**src/rtl/clkcfg_pkg.sv**
```systemverilog
package clkcfg_pkg;

  localparam logic [6:0] SLAVE_ADDR7  = 7'h6E;
  localparam logic [7:0] ADDR_WR_BYTE = {SLAVE_ADDR7, 1'b0};
  localparam logic [7:0] ADDR_RD_BYTE = {SLAVE_ADDR7, 1'b1};

  localparam int          NUM_REGS  = 7;
  localparam logic [7:0]  IDX_CTL   = 8'd0;
  localparam logic [7:0]  IDX_OE    = 8'd1;
  localparam logic [7:0]  IDX_STOPM = 8'd2;
  localparam logic [7:0]  IDX_STRAP = 8'd3;
  localparam logic [7:0]  IDX_ID    = 8'd4;
  localparam logic [7:0]  IDX_DEV   = 8'd5;
  localparam logic [7:0]  IDX_CNT   = 8'd6;

  typedef enum logic [2:0] {
    ST_IDLE,
    ST_RX,
    ST_ACK,
    ST_ACK_HOLD,
    ST_TX,
    ST_HACK,
    ST_TX_NEXT,
    ST_IGNORE
  } phase_t;

  typedef enum logic [1:0] {
    K_ADDR,
    K_INDEX,
    K_COUNT,
    K_DATA
  } kind_t;

endpackage

```
**src/rtl/clkcfg_bus_sampler.sv**
```systemverilog
module clkcfg_bus_sampler #(
  parameter int SYNC_STAGES = 2
) (
  input  logic clk,
  input  logic rst_n,
  input  logic scl_i,
  input  logic sda_i,
  output logic scl_lvl_o,
  output logic sda_lvl_o,
  output logic scl_rise_o,
  output logic scl_fall_o,
  output logic start_o,
  output logic stop_o
);

  localparam int TOP = SYNC_STAGES - 1;

  logic [TOP:0] scl_sync_q, scl_sync_d;
  logic [TOP:0] sda_sync_q, sda_sync_d;
  logic         scl_prev_q, sda_prev_q;

  always_comb begin
    scl_sync_d = {scl_sync_q[TOP-1:0], scl_i};
    sda_sync_d = {sda_sync_q[TOP-1:0], sda_i};
  end

  always_ff @(posedge clk or negedge rst_n) begin
    if (!rst_n) begin
      scl_sync_q <= '1;
      sda_sync_q <= '1;
      scl_prev_q <= 1'b1;
      sda_prev_q <= 1'b1;
    end else begin
      scl_sync_q <= scl_sync_d;
      sda_sync_q <= sda_sync_d;
      scl_prev_q <= scl_sync_q[TOP];
      sda_prev_q <= sda_sync_q[TOP];
    end
  end

  assign scl_lvl_o  = scl_sync_q[TOP];
  assign sda_lvl_o  = sda_sync_q[TOP];
  assign scl_rise_o = scl_lvl_o & ~scl_prev_q;
  assign scl_fall_o = ~scl_lvl_o & scl_prev_q;
  assign start_o    = scl_lvl_o & scl_prev_q & sda_prev_q & ~sda_lvl_o;
  assign stop_o     = scl_lvl_o & scl_prev_q & ~sda_prev_q & sda_lvl_o;

endmodule

```
**src/rtl/clkcfg_smbus_fsm.sv**
```systemverilog
module clkcfg_smbus_fsm
  import clkcfg_pkg::*;
#(
  parameter int BYTE_W = 8
) (
  input  logic              clk,
  input  logic              rst_n,
  input  logic              sda_lvl_i,
  input  logic              scl_rise_i,
  input  logic              scl_fall_i,
  input  logic              start_i,
  input  logic              stop_i,
  input  logic [BYTE_W-1:0] count_i,
  input  logic [BYTE_W-1:0] rd_data_i,
  output logic [BYTE_W-1:0] rd_idx_o,
  output logic              wr_en_o,
  output logic [BYTE_W-1:0] wr_idx_o,
  output logic [BYTE_W-1:0] wr_data_o,
  output logic              sda_oe_o,
  output logic              quiet_o
);

  localparam int BIT_W = $clog2(BYTE_W + 1);
  localparam logic [BIT_W-1:0] LAST_BIT = BIT_W'(BYTE_W - 1);
  localparam logic [BIT_W-1:0] ALL_BITS = BIT_W'(BYTE_W);

  phase_t            state_q, state_d;
  kind_t             kind_q, kind_d;
  logic              rd_mode_q, rd_mode_d;
  logic [BIT_W-1:0]  bitcnt_q, bitcnt_d;
  logic [BYTE_W-1:0] shreg_q, shreg_d;
  logic [BYTE_W-1:0] index_q, index_d;
  logic [BYTE_W-1:0] remain_q, remain_d;
  logic              sda_oe_q, sda_oe_d;
  logic              wr_en_q, wr_en_d;
  logic [BYTE_W-1:0] wr_idx_q, wr_idx_d;
  logic [BYTE_W-1:0] wr_data_q, wr_data_d;
  logic [BYTE_W-1:0] rx_byte;

  assign rx_byte = {shreg_q[BYTE_W-2:0], sda_lvl_i};

  always_comb begin
    state_d   = state_q;
    kind_d    = kind_q;
    rd_mode_d = rd_mode_q;
    bitcnt_d  = bitcnt_q;
    shreg_d   = shreg_q;
    index_d   = index_q;
    remain_d  = remain_q;
    sda_oe_d  = sda_oe_q;
    wr_en_d   = 1'b0;
    wr_idx_d  = wr_idx_q;
    wr_data_d = wr_data_q;

    if (start_i) begin
      state_d  = ST_RX;
      kind_d   = K_ADDR;
      bitcnt_d = '0;
      sda_oe_d = 1'b0;
    end else if (stop_i) begin
      state_d  = ST_IDLE;
      sda_oe_d = 1'b0;
    end else begin
      case (state_q)
        ST_RX: begin
          if (scl_rise_i) begin
            shreg_d  = rx_byte;
            bitcnt_d = bitcnt_q + 1'b1;
            if (bitcnt_q == LAST_BIT) begin
              state_d = ST_ACK;
              case (kind_q)
                K_ADDR: begin
                  if (rx_byte == ADDR_WR_BYTE) begin
                    rd_mode_d = 1'b0;
                    kind_d    = K_INDEX;
                  end else if (rx_byte == ADDR_RD_BYTE) begin
                    rd_mode_d = 1'b1;
                  end else begin
                    state_d = ST_IGNORE;
                  end
                end
                K_INDEX: begin
                  index_d = rx_byte;
                  kind_d  = K_COUNT;
                end
                K_COUNT: begin
                  remain_d = rx_byte;
                  kind_d   = K_DATA;
                end
                default: begin
                  if (remain_q != '0) begin
                    wr_en_d   = 1'b1;
                    wr_idx_d  = index_q;
                    wr_data_d = rx_byte;
                    index_d   = index_q + 1'b1;
                    remain_d  = remain_q - 1'b1;
                  end else begin
                    state_d = ST_IGNORE;
                  end
                end
              endcase
            end
          end
        end
        ST_ACK: begin
          if (scl_fall_i) begin
            sda_oe_d = 1'b1;
            state_d  = ST_ACK_HOLD;
          end
        end
        ST_ACK_HOLD: begin
          if (scl_fall_i) begin
            bitcnt_d = '0;
            if (rd_mode_q) begin
              state_d  = ST_TX;
              shreg_d  = count_i;
              sda_oe_d = ~count_i[BYTE_W-1];
            end else begin
              state_d  = ST_RX;
              sda_oe_d = 1'b0;
            end
          end
        end
        ST_TX: begin
          if (scl_rise_i) begin
            bitcnt_d = bitcnt_q + 1'b1;
          end else if (scl_fall_i) begin
            if (bitcnt_q == ALL_BITS) begin
              sda_oe_d = 1'b0;
              state_d  = ST_HACK;
            end else begin
              shreg_d  = {shreg_q[BYTE_W-2:0], 1'b0};
              sda_oe_d = ~shreg_q[BYTE_W-2];
            end
          end
        end
        ST_HACK: begin
          if (scl_rise_i) begin
            state_d = sda_lvl_i ? ST_IGNORE : ST_TX_NEXT;
          end
        end
        ST_TX_NEXT: begin
          if (scl_fall_i) begin
            shreg_d  = rd_data_i;
            sda_oe_d = ~rd_data_i[BYTE_W-1];
            index_d  = index_q + 1'b1;
            bitcnt_d = '0;
            state_d  = ST_TX;
          end
        end
        default: ;
      endcase
    end
  end

  always_ff @(posedge clk or negedge rst_n) begin
    if (!rst_n) begin
      state_q   <= ST_IDLE;
      kind_q    <= K_ADDR;
      rd_mode_q <= 1'b0;
      bitcnt_q  <= '0;
      shreg_q   <= '0;
      index_q   <= '0;
      remain_q  <= '0;
      sda_oe_q  <= 1'b0;
      wr_en_q   <= 1'b0;
      wr_idx_q  <= '0;
      wr_data_q <= '0;
    end else begin
      state_q   <= state_d;
      kind_q    <= kind_d;
      rd_mode_q <= rd_mode_d;
      bitcnt_q  <= bitcnt_d;
      shreg_q   <= shreg_d;
      index_q   <= index_d;
      remain_q  <= remain_d;
      sda_oe_q  <= sda_oe_d;
      wr_en_q   <= wr_en_d;
      wr_idx_q  <= wr_idx_d;
      wr_data_q <= wr_data_d;
    end
  end

  assign rd_idx_o  = index_q;
  assign wr_en_o   = wr_en_q;
  assign wr_idx_o  = wr_idx_q;
  assign wr_data_o = wr_data_q;
  assign sda_oe_o  = sda_oe_q;
  assign quiet_o   = (state_q == ST_IDLE) || (state_q == ST_IGNORE);

endmodule

```
**src/rtl/clkcfg_reg_bank.sv**
```systemverilog
module clkcfg_reg_bank
  import clkcfg_pkg::*;
#(
  parameter logic [3:0] REV_ID      = 4'h0,
  parameter logic [3:0] VENDOR_ID   = 4'h1,
  parameter logic [7:0] DEVICE_ID   = 8'h07,
  parameter logic [7:0] CNT_RESET   = 8'h07,
  parameter logic [7:0] OE_RESET    = 8'hFF,
  parameter logic [7:0] STOPM_RESET = 8'h80
) (
  input  logic       clk,
  input  logic       rst_n,
  input  logic [3:0] strap_fs_i,
  input  logic       strap_spread_en_i,
  input  logic       strap_spread_ctr_i,
  input  logic       wr_en_i,
  input  logic [7:0] wr_idx_i,
  input  logic [7:0] wr_data_i,
  input  logic [7:0] rd_idx_i,
  output logic [7:0] rd_data_o,
  output logic [7:0] ctl_o,
  output logic [7:0] oe_o,
  output logic [7:0] stopm_o,
  output logic [7:0] cnt_o
);

  localparam logic [7:0] ID_BYTE = {REV_ID, VENDOR_ID};

  logic [7:0] ctl_q, ctl_d;
  logic [7:0] oe_q, oe_d;
  logic [7:0] stm_q, stm_d;
  logic [7:0] cnt_q, cnt_d;
  logic [7:0] strap_q, strap_d;
  logic       latched_q, latched_d;

  always_comb begin
    ctl_d     = ctl_q;
    oe_d      = oe_q;
    stm_d     = stm_q;
    cnt_d     = cnt_q;
    strap_d   = strap_q;
    latched_d = 1'b1;
    if (!latched_q) begin
      ctl_d   = {strap_fs_i, strap_spread_en_i, ctl_q[2:1], strap_spread_ctr_i};
      strap_d = {strap_fs_i, strap_spread_en_i, 2'b00, strap_spread_ctr_i};
    end else if (wr_en_i) begin
      case (wr_idx_i)
        IDX_CTL:   ctl_d = ctl_q[2] ? wr_data_i
                                    : {ctl_q[7:3], wr_data_i[2:1], ctl_q[0]};
        IDX_OE:    oe_d  = wr_data_i;
        IDX_STOPM: stm_d = wr_data_i;
        IDX_CNT:   cnt_d = wr_data_i;
        default:   ;
      endcase
    end
  end

  always_ff @(posedge clk or negedge rst_n) begin
    if (!rst_n) begin
      ctl_q     <= '0;
      oe_q      <= OE_RESET;
      stm_q     <= STOPM_RESET;
      cnt_q     <= CNT_RESET;
      strap_q   <= '0;
      latched_q <= 1'b0;
    end else begin
      ctl_q     <= ctl_d;
      oe_q      <= oe_d;
      stm_q     <= stm_d;
      cnt_q     <= cnt_d;
      strap_q   <= strap_d;
      latched_q <= latched_d;
    end
  end

  always_comb begin
    case (rd_idx_i)
      IDX_CTL:   rd_data_o = ctl_q;
      IDX_OE:    rd_data_o = oe_q;
      IDX_STOPM: rd_data_o = stm_q;
      IDX_STRAP: rd_data_o = strap_q;
      IDX_ID:    rd_data_o = ID_BYTE;
      IDX_DEV:   rd_data_o = DEVICE_ID;
      IDX_CNT:   rd_data_o = cnt_q;
      default:   rd_data_o = 8'h00;
    endcase
  end

  assign ctl_o   = ctl_q;
  assign oe_o    = oe_q;
  assign stopm_o = stm_q;
  assign cnt_o   = cnt_q;

endmodule

```
**src/rtl/clkcfg_smbus_regs.sv**
```systemverilog
module clkcfg_smbus_regs #(
  parameter int SYNC_STAGES = 2
) (
  input  logic       clk,
  input  logic       rst_n,
  input  logic       scl_i,
  input  logic       sda_i,
  output logic       sda_oe_o,
  input  logic [3:0] strap_fs_i,
  input  logic       strap_spread_en_i,
  input  logic       strap_spread_ctr_i,
  output logic [3:0] cfg_fs_o,
  output logic       cfg_spread_en_o,
  output logic       cfg_spread_ctr_o,
  output logic       cfg_stop_hiz_o,
  output logic [7:0] out_en_o,
  output logic [7:0] stop_mode_o
);

  logic       scl_lvl, sda_lvl, scl_rise, scl_fall, start_det, stop_det;
  logic [7:0] rd_idx, rd_data, wr_idx, wr_data, ctl, cnt;
  logic       wr_en, quiet, sw_sel;

  clkcfg_bus_sampler #(.SYNC_STAGES(SYNC_STAGES)) u_sampler (
    .clk        (clk),
    .rst_n      (rst_n),
    .scl_i      (scl_i),
    .sda_i      (sda_i),
    .scl_lvl_o  (scl_lvl),
    .sda_lvl_o  (sda_lvl),
    .scl_rise_o (scl_rise),
    .scl_fall_o (scl_fall),
    .start_o    (start_det),
    .stop_o     (stop_det)
  );

  clkcfg_smbus_fsm #(.BYTE_W(8)) u_fsm (
    .clk        (clk),
    .rst_n      (rst_n),
    .sda_lvl_i  (sda_lvl),
    .scl_rise_i (scl_rise),
    .scl_fall_i (scl_fall),
    .start_i    (start_det),
    .stop_i     (stop_det),
    .count_i    (cnt),
    .rd_data_i  (rd_data),
    .rd_idx_o   (rd_idx),
    .wr_en_o    (wr_en),
    .wr_idx_o   (wr_idx),
    .wr_data_o  (wr_data),
    .sda_oe_o   (sda_oe_o),
    .quiet_o    (quiet)
  );

  clkcfg_reg_bank u_bank (
    .clk                (clk),
    .rst_n              (rst_n),
    .strap_fs_i         (strap_fs_i),
    .strap_spread_en_i  (strap_spread_en_i),
    .strap_spread_ctr_i (strap_spread_ctr_i),
    .wr_en_i            (wr_en),
    .wr_idx_i           (wr_idx),
    .wr_data_i          (wr_data),
    .rd_idx_i           (rd_idx),
    .rd_data_o          (rd_data),
    .ctl_o              (ctl),
    .oe_o               (out_en_o),
    .stopm_o            (stop_mode_o),
    .cnt_o              (cnt)
  );

  assign cfg_fs_o         = ctl[7:4];
  assign cfg_spread_en_o  = ctl[3];
  assign sw_sel           = ctl[2];
  assign cfg_stop_hiz_o   = ctl[1];
  assign cfg_spread_ctr_o = ctl[0];

endmodule

```
**config.mk**
```make
export PLATFORM = sky130hd
export DESIGN_NAME = clkcfg_smbus_regs
export DESIGN_NICKNAME = d
export VERILOG_FILES = /design/src/rtl/clkcfg_pkg.sv /design/src/rtl/clkcfg_bus_sampler.sv /design/src/rtl/clkcfg_smbus_fsm.sv /design/src/rtl/clkcfg_reg_bank.sv /design/src/rtl/clkcfg_smbus_regs.sv
export SDC_FILE = /design/constraint.sdc
export NUM_CORES = 1
export LEC_CHECK = 0
export BUFFER_PORTS_ARGS = -buffer_cell sky130_fd_sc_hd__buf_2
export CAP_MARGIN = 20
export CORE_MARGIN = 2
export CORE_UTILIZATION = 60
export CTS_CLUSTER_SIZE = 8
export DETAILED_ROUTE_END_ITERATION = 6
export PLACE_DENSITY = 0.79
export SYNTH_ARGS = -nofsm -noshare
export SYNTH_HDL_FRONTEND = slang
export SYNTH_SLANG_ARGS = --single-unit
```
**constraint.sdc**
```tcl
create_clock -name clk -period 3.73 [get_ports clk]
set_input_delay 0.746 -clock clk [delete_from_list [all_inputs] [get_ports clk]]
set_output_delay 0.746 -clock clk [all_outputs]
set_load 0.05 [all_outputs]
```
==> impl_metrics.json <==
{
  "status": "finished clean",
  "fmax_ghz": 0.379,
  "internal_power_mw": 1.67,
  "period_needed_ns": 2.64,
  "rr_startpoint": "u_fsm.state_q[1]",
  "die_y_um": 97.0,
  "grt-ovfl-total": 0,
  "drt_iter0_drc": 372,
  "pre_cts_slack_ns": 1.16,
  "insertion_delay_ns": 0.37,
  "synthArstFlopShare": 1.00,
  "p_seq_frac": 0.492,
  "cts_buffers": 9,
  "clockRootBuffer": "clkbuf_8",
  "grt_pass1_wl_mm": 20.2,
  "vias": 4152,
  "ys_ff_latch": 96,
  "die_w_um": 97.0,
  "cts_tree": "done",
  "gp_congestion": 0.884,
  "routed_wirelength_mm": 11.8,
  "grt.total_usage": 0.263,
  "core_um2": 8300,
  "synthFlopType": "dfrtp_1",
  "cp-start-kind": "register",
  "hold_buffers": 0,
  "cts_sinks": 96,
  "start_util": 0.625,
  "critical_path_class": "register to register",
  "tns_ns": 0,
  "htree_num_levels": 3,
  "r2r_end": "u_fsm.remain_q[7]",
  "swShare": 0.382,
  "peakVddDrop_uv": 273,
  "final-setup-viol-count": 0,
  "num_rows": 33,
  "yosysUniqueCellTypes": 64,
  "syn_area_um2": 5180,
  "drcViolationCount": 0,
  "leakage_nw": 2.56,
  "diodes": 0,
  "numPortBuffers": 33,
  "power_frac_comb": 0.273,
  "ys_seq_area_frac": 0.468,
  "switchingPower_mw": 1.03,
  "synth_edf_count": 0,
  "hold_class": "input pin to async pin",
  "cts_setup_buffers": 0,
  "layout-drive-gt1-share": 0.226,
  "synth_area_leaders": "dfrtp_1 38%, dfstp_2 9.1%, mux2_2 8.5%",
  "grt_pass1_vias": 4090,
  "ys_warn_count": 0,
  "worstPathMaxFanout": 29,
  "clock_skew_ns": 0.0103,
  "clk_pin_slew_ns": 0.09,
  "finalHoldViolations": 0,
  "crit_path_end_kind": "register",
  "num-nets-final": 554,
  "placed_area_um2": 5350,
  "final_max_slew_viol_count": 0,
  "power_density_nw_per_um2": 486,
  "io_pins": 34,
  "cts_resized": 0,
  "ant_nets": 0,
  "rr_worst_depth": 5,
  "reg2reg_setup_slack_ns": 1.09,
  "pwr-share-clk": 0.234,
  "syn_avg_cell_area_um2": 10.0,
  "syn-num-nets": 540,
  "setup_ws_ns": 1.09,
  "synth_cells": 517,
  "cp.required_ns": 3.99,
  "tightest_slew_ns": 0.923,
  "yosys.area.top_type": "dfrtp_1",
  "antenna_found_initial": 0,
  "total_power_mw": 2.69,
  "grt_max_degree": 42,
  "postLayoutCellArea_um2": 5540,
  "routedWlPerCell_um": 18.4,
  "hpwl_mm": 8.32,
  "maxCapViolCount": 0,
  "utilization": 0.667,
  "min_period_over_period": 0.707,
  "clockBufferDepth": 2,
  "relSlewSlack": 0.379,
  "drt_pass1_iterations": 6,
  "vias_per_cell": 6.48,
  "yosys-top-cells-count": "78 x dfrtp_1, 46 x o21ai_0, 39 x mux2_2, 36 x nand2_1, 27 x a21oi_1",
  "synthToLayoutAreaGrowth_pct": 6.85,
  "worst_ep_arrival_time_ns": 2.89,
  "synth_top_area_frac": 0.377,
  "synth.most_common_cell": "dfrtp_1",
  "rsz0062_at_grt": "false",
  "die_area_um2": 9400
}
[through the flow]
step                cells  hold slack [ns]
CTS                   640            0.362
finish                641            0.342
floorplan             517            0.345
global route          641            0.363
global placement      624            0.347
detailed placement    624            0.349
[final cells by class]
class / count / area [µm²]
sequential: 96 / 2420
timing repair buffer: 37 / 198
tap: 105 / 131
inverter: 17 / 63.8
multi-input combinational: 370 / 2540
clock buffer: 9 / 124
clock inverter: 7 / 53.8
fill: 663 / 2760
[worst max-delay path, stage by stage, from the launching register on]
cell,delay (ns)
dfrtp_1,0.70
or3b_1,0.63
nor3_1,0.34
o211a_1,0.51
mux2i_1,0.25
nand3_1,0.09
[power by group through the flow]
stage | clock network [mW] | registers, mW | logic, mW
5_1_grt | 0.684 | 1.34 | 0.825
4_1_cts | 0.640 | 1.31 | 0.725
3_5_place_dp | 0 | 1.33 | 0.722
2_1_floorplan | 0 | 1.25 | 0.611
6_report | 0.631 | 1.33 | 0.737
3_3_place_gp | 0 | 1.33 | 0.696
[registers in the layout (all words and copies together) (netlist names), 6 cells and up]
signal and flops:
u_fsm.rd_idx_o 8, u_bank.oe_o 8, u_bank.strap_q 6, u_bank.stopm_o 8, u_bank.cnt_o 8, u_bank.ctl_o 8, u_fsm.wr_idx_o 8, u_fsm.remain_q 8
u_fsm.wr_data_o 8, u_fsm.shreg_q 7
[cell usage in the layout (no fill, tap or decap), types with 17 or more instances in the layout]
cell	count
o21ai_0	46
nor3_1	19
nand3_1	17
dfstp_2	18
dfrtp_1	78
nand2_1	36
a21oi_1	27
mux2_2	39
nor2_1	25
buf_2	32
[worst max-delay path by stage]
stage / startpoint / end / slack (ns)
floorplan: u_fsm.state_q[1] / u_fsm.rd_idx_o[0] / 1.76
global placement: u_fsm.state_q[1] / u_fsm.wr_idx_o[4] / 1.27
detailed placement: u_fsm.state_q[1] / u_fsm.wr_data_o[3] / 1.16
CTS: u_fsm.state_q[1] / u_fsm.wr_data_o[6] / 1.16
global route: u_fsm.state_q[1] / u_fsm.remain_q[7] / 0.94
finish: u_fsm.state_q[1] / u_fsm.remain_q[7] / 1.09
[per-layer routing]
metal / track usage / up-vias / share of wire
met1: 0.356 / 2025 / 0.44
met5: 0 / - / 0
met4: 0.104 / 0 / 0.026
met3: 0.0405 / 34 / 0.059
met2: 0.426 / 173 / 0.47
li1: - / 1920 / -
[cells by family (layout without fill, tap and decap cells)]
kind of cell	after synthesis	in the layout	share of synthesized area
fa+ha+maj	13	13	0.0314
simple gates	157	157	0.162
compound gates	147	147	0.187
buf+inv	51	70	0.0415
xor+xnor	1	1	0.00169
flops	96	96	0.468
other cells	1	1	0.000723
mux	51	51	0.108
Note: power is estimated with default switching activity, not from simulation.
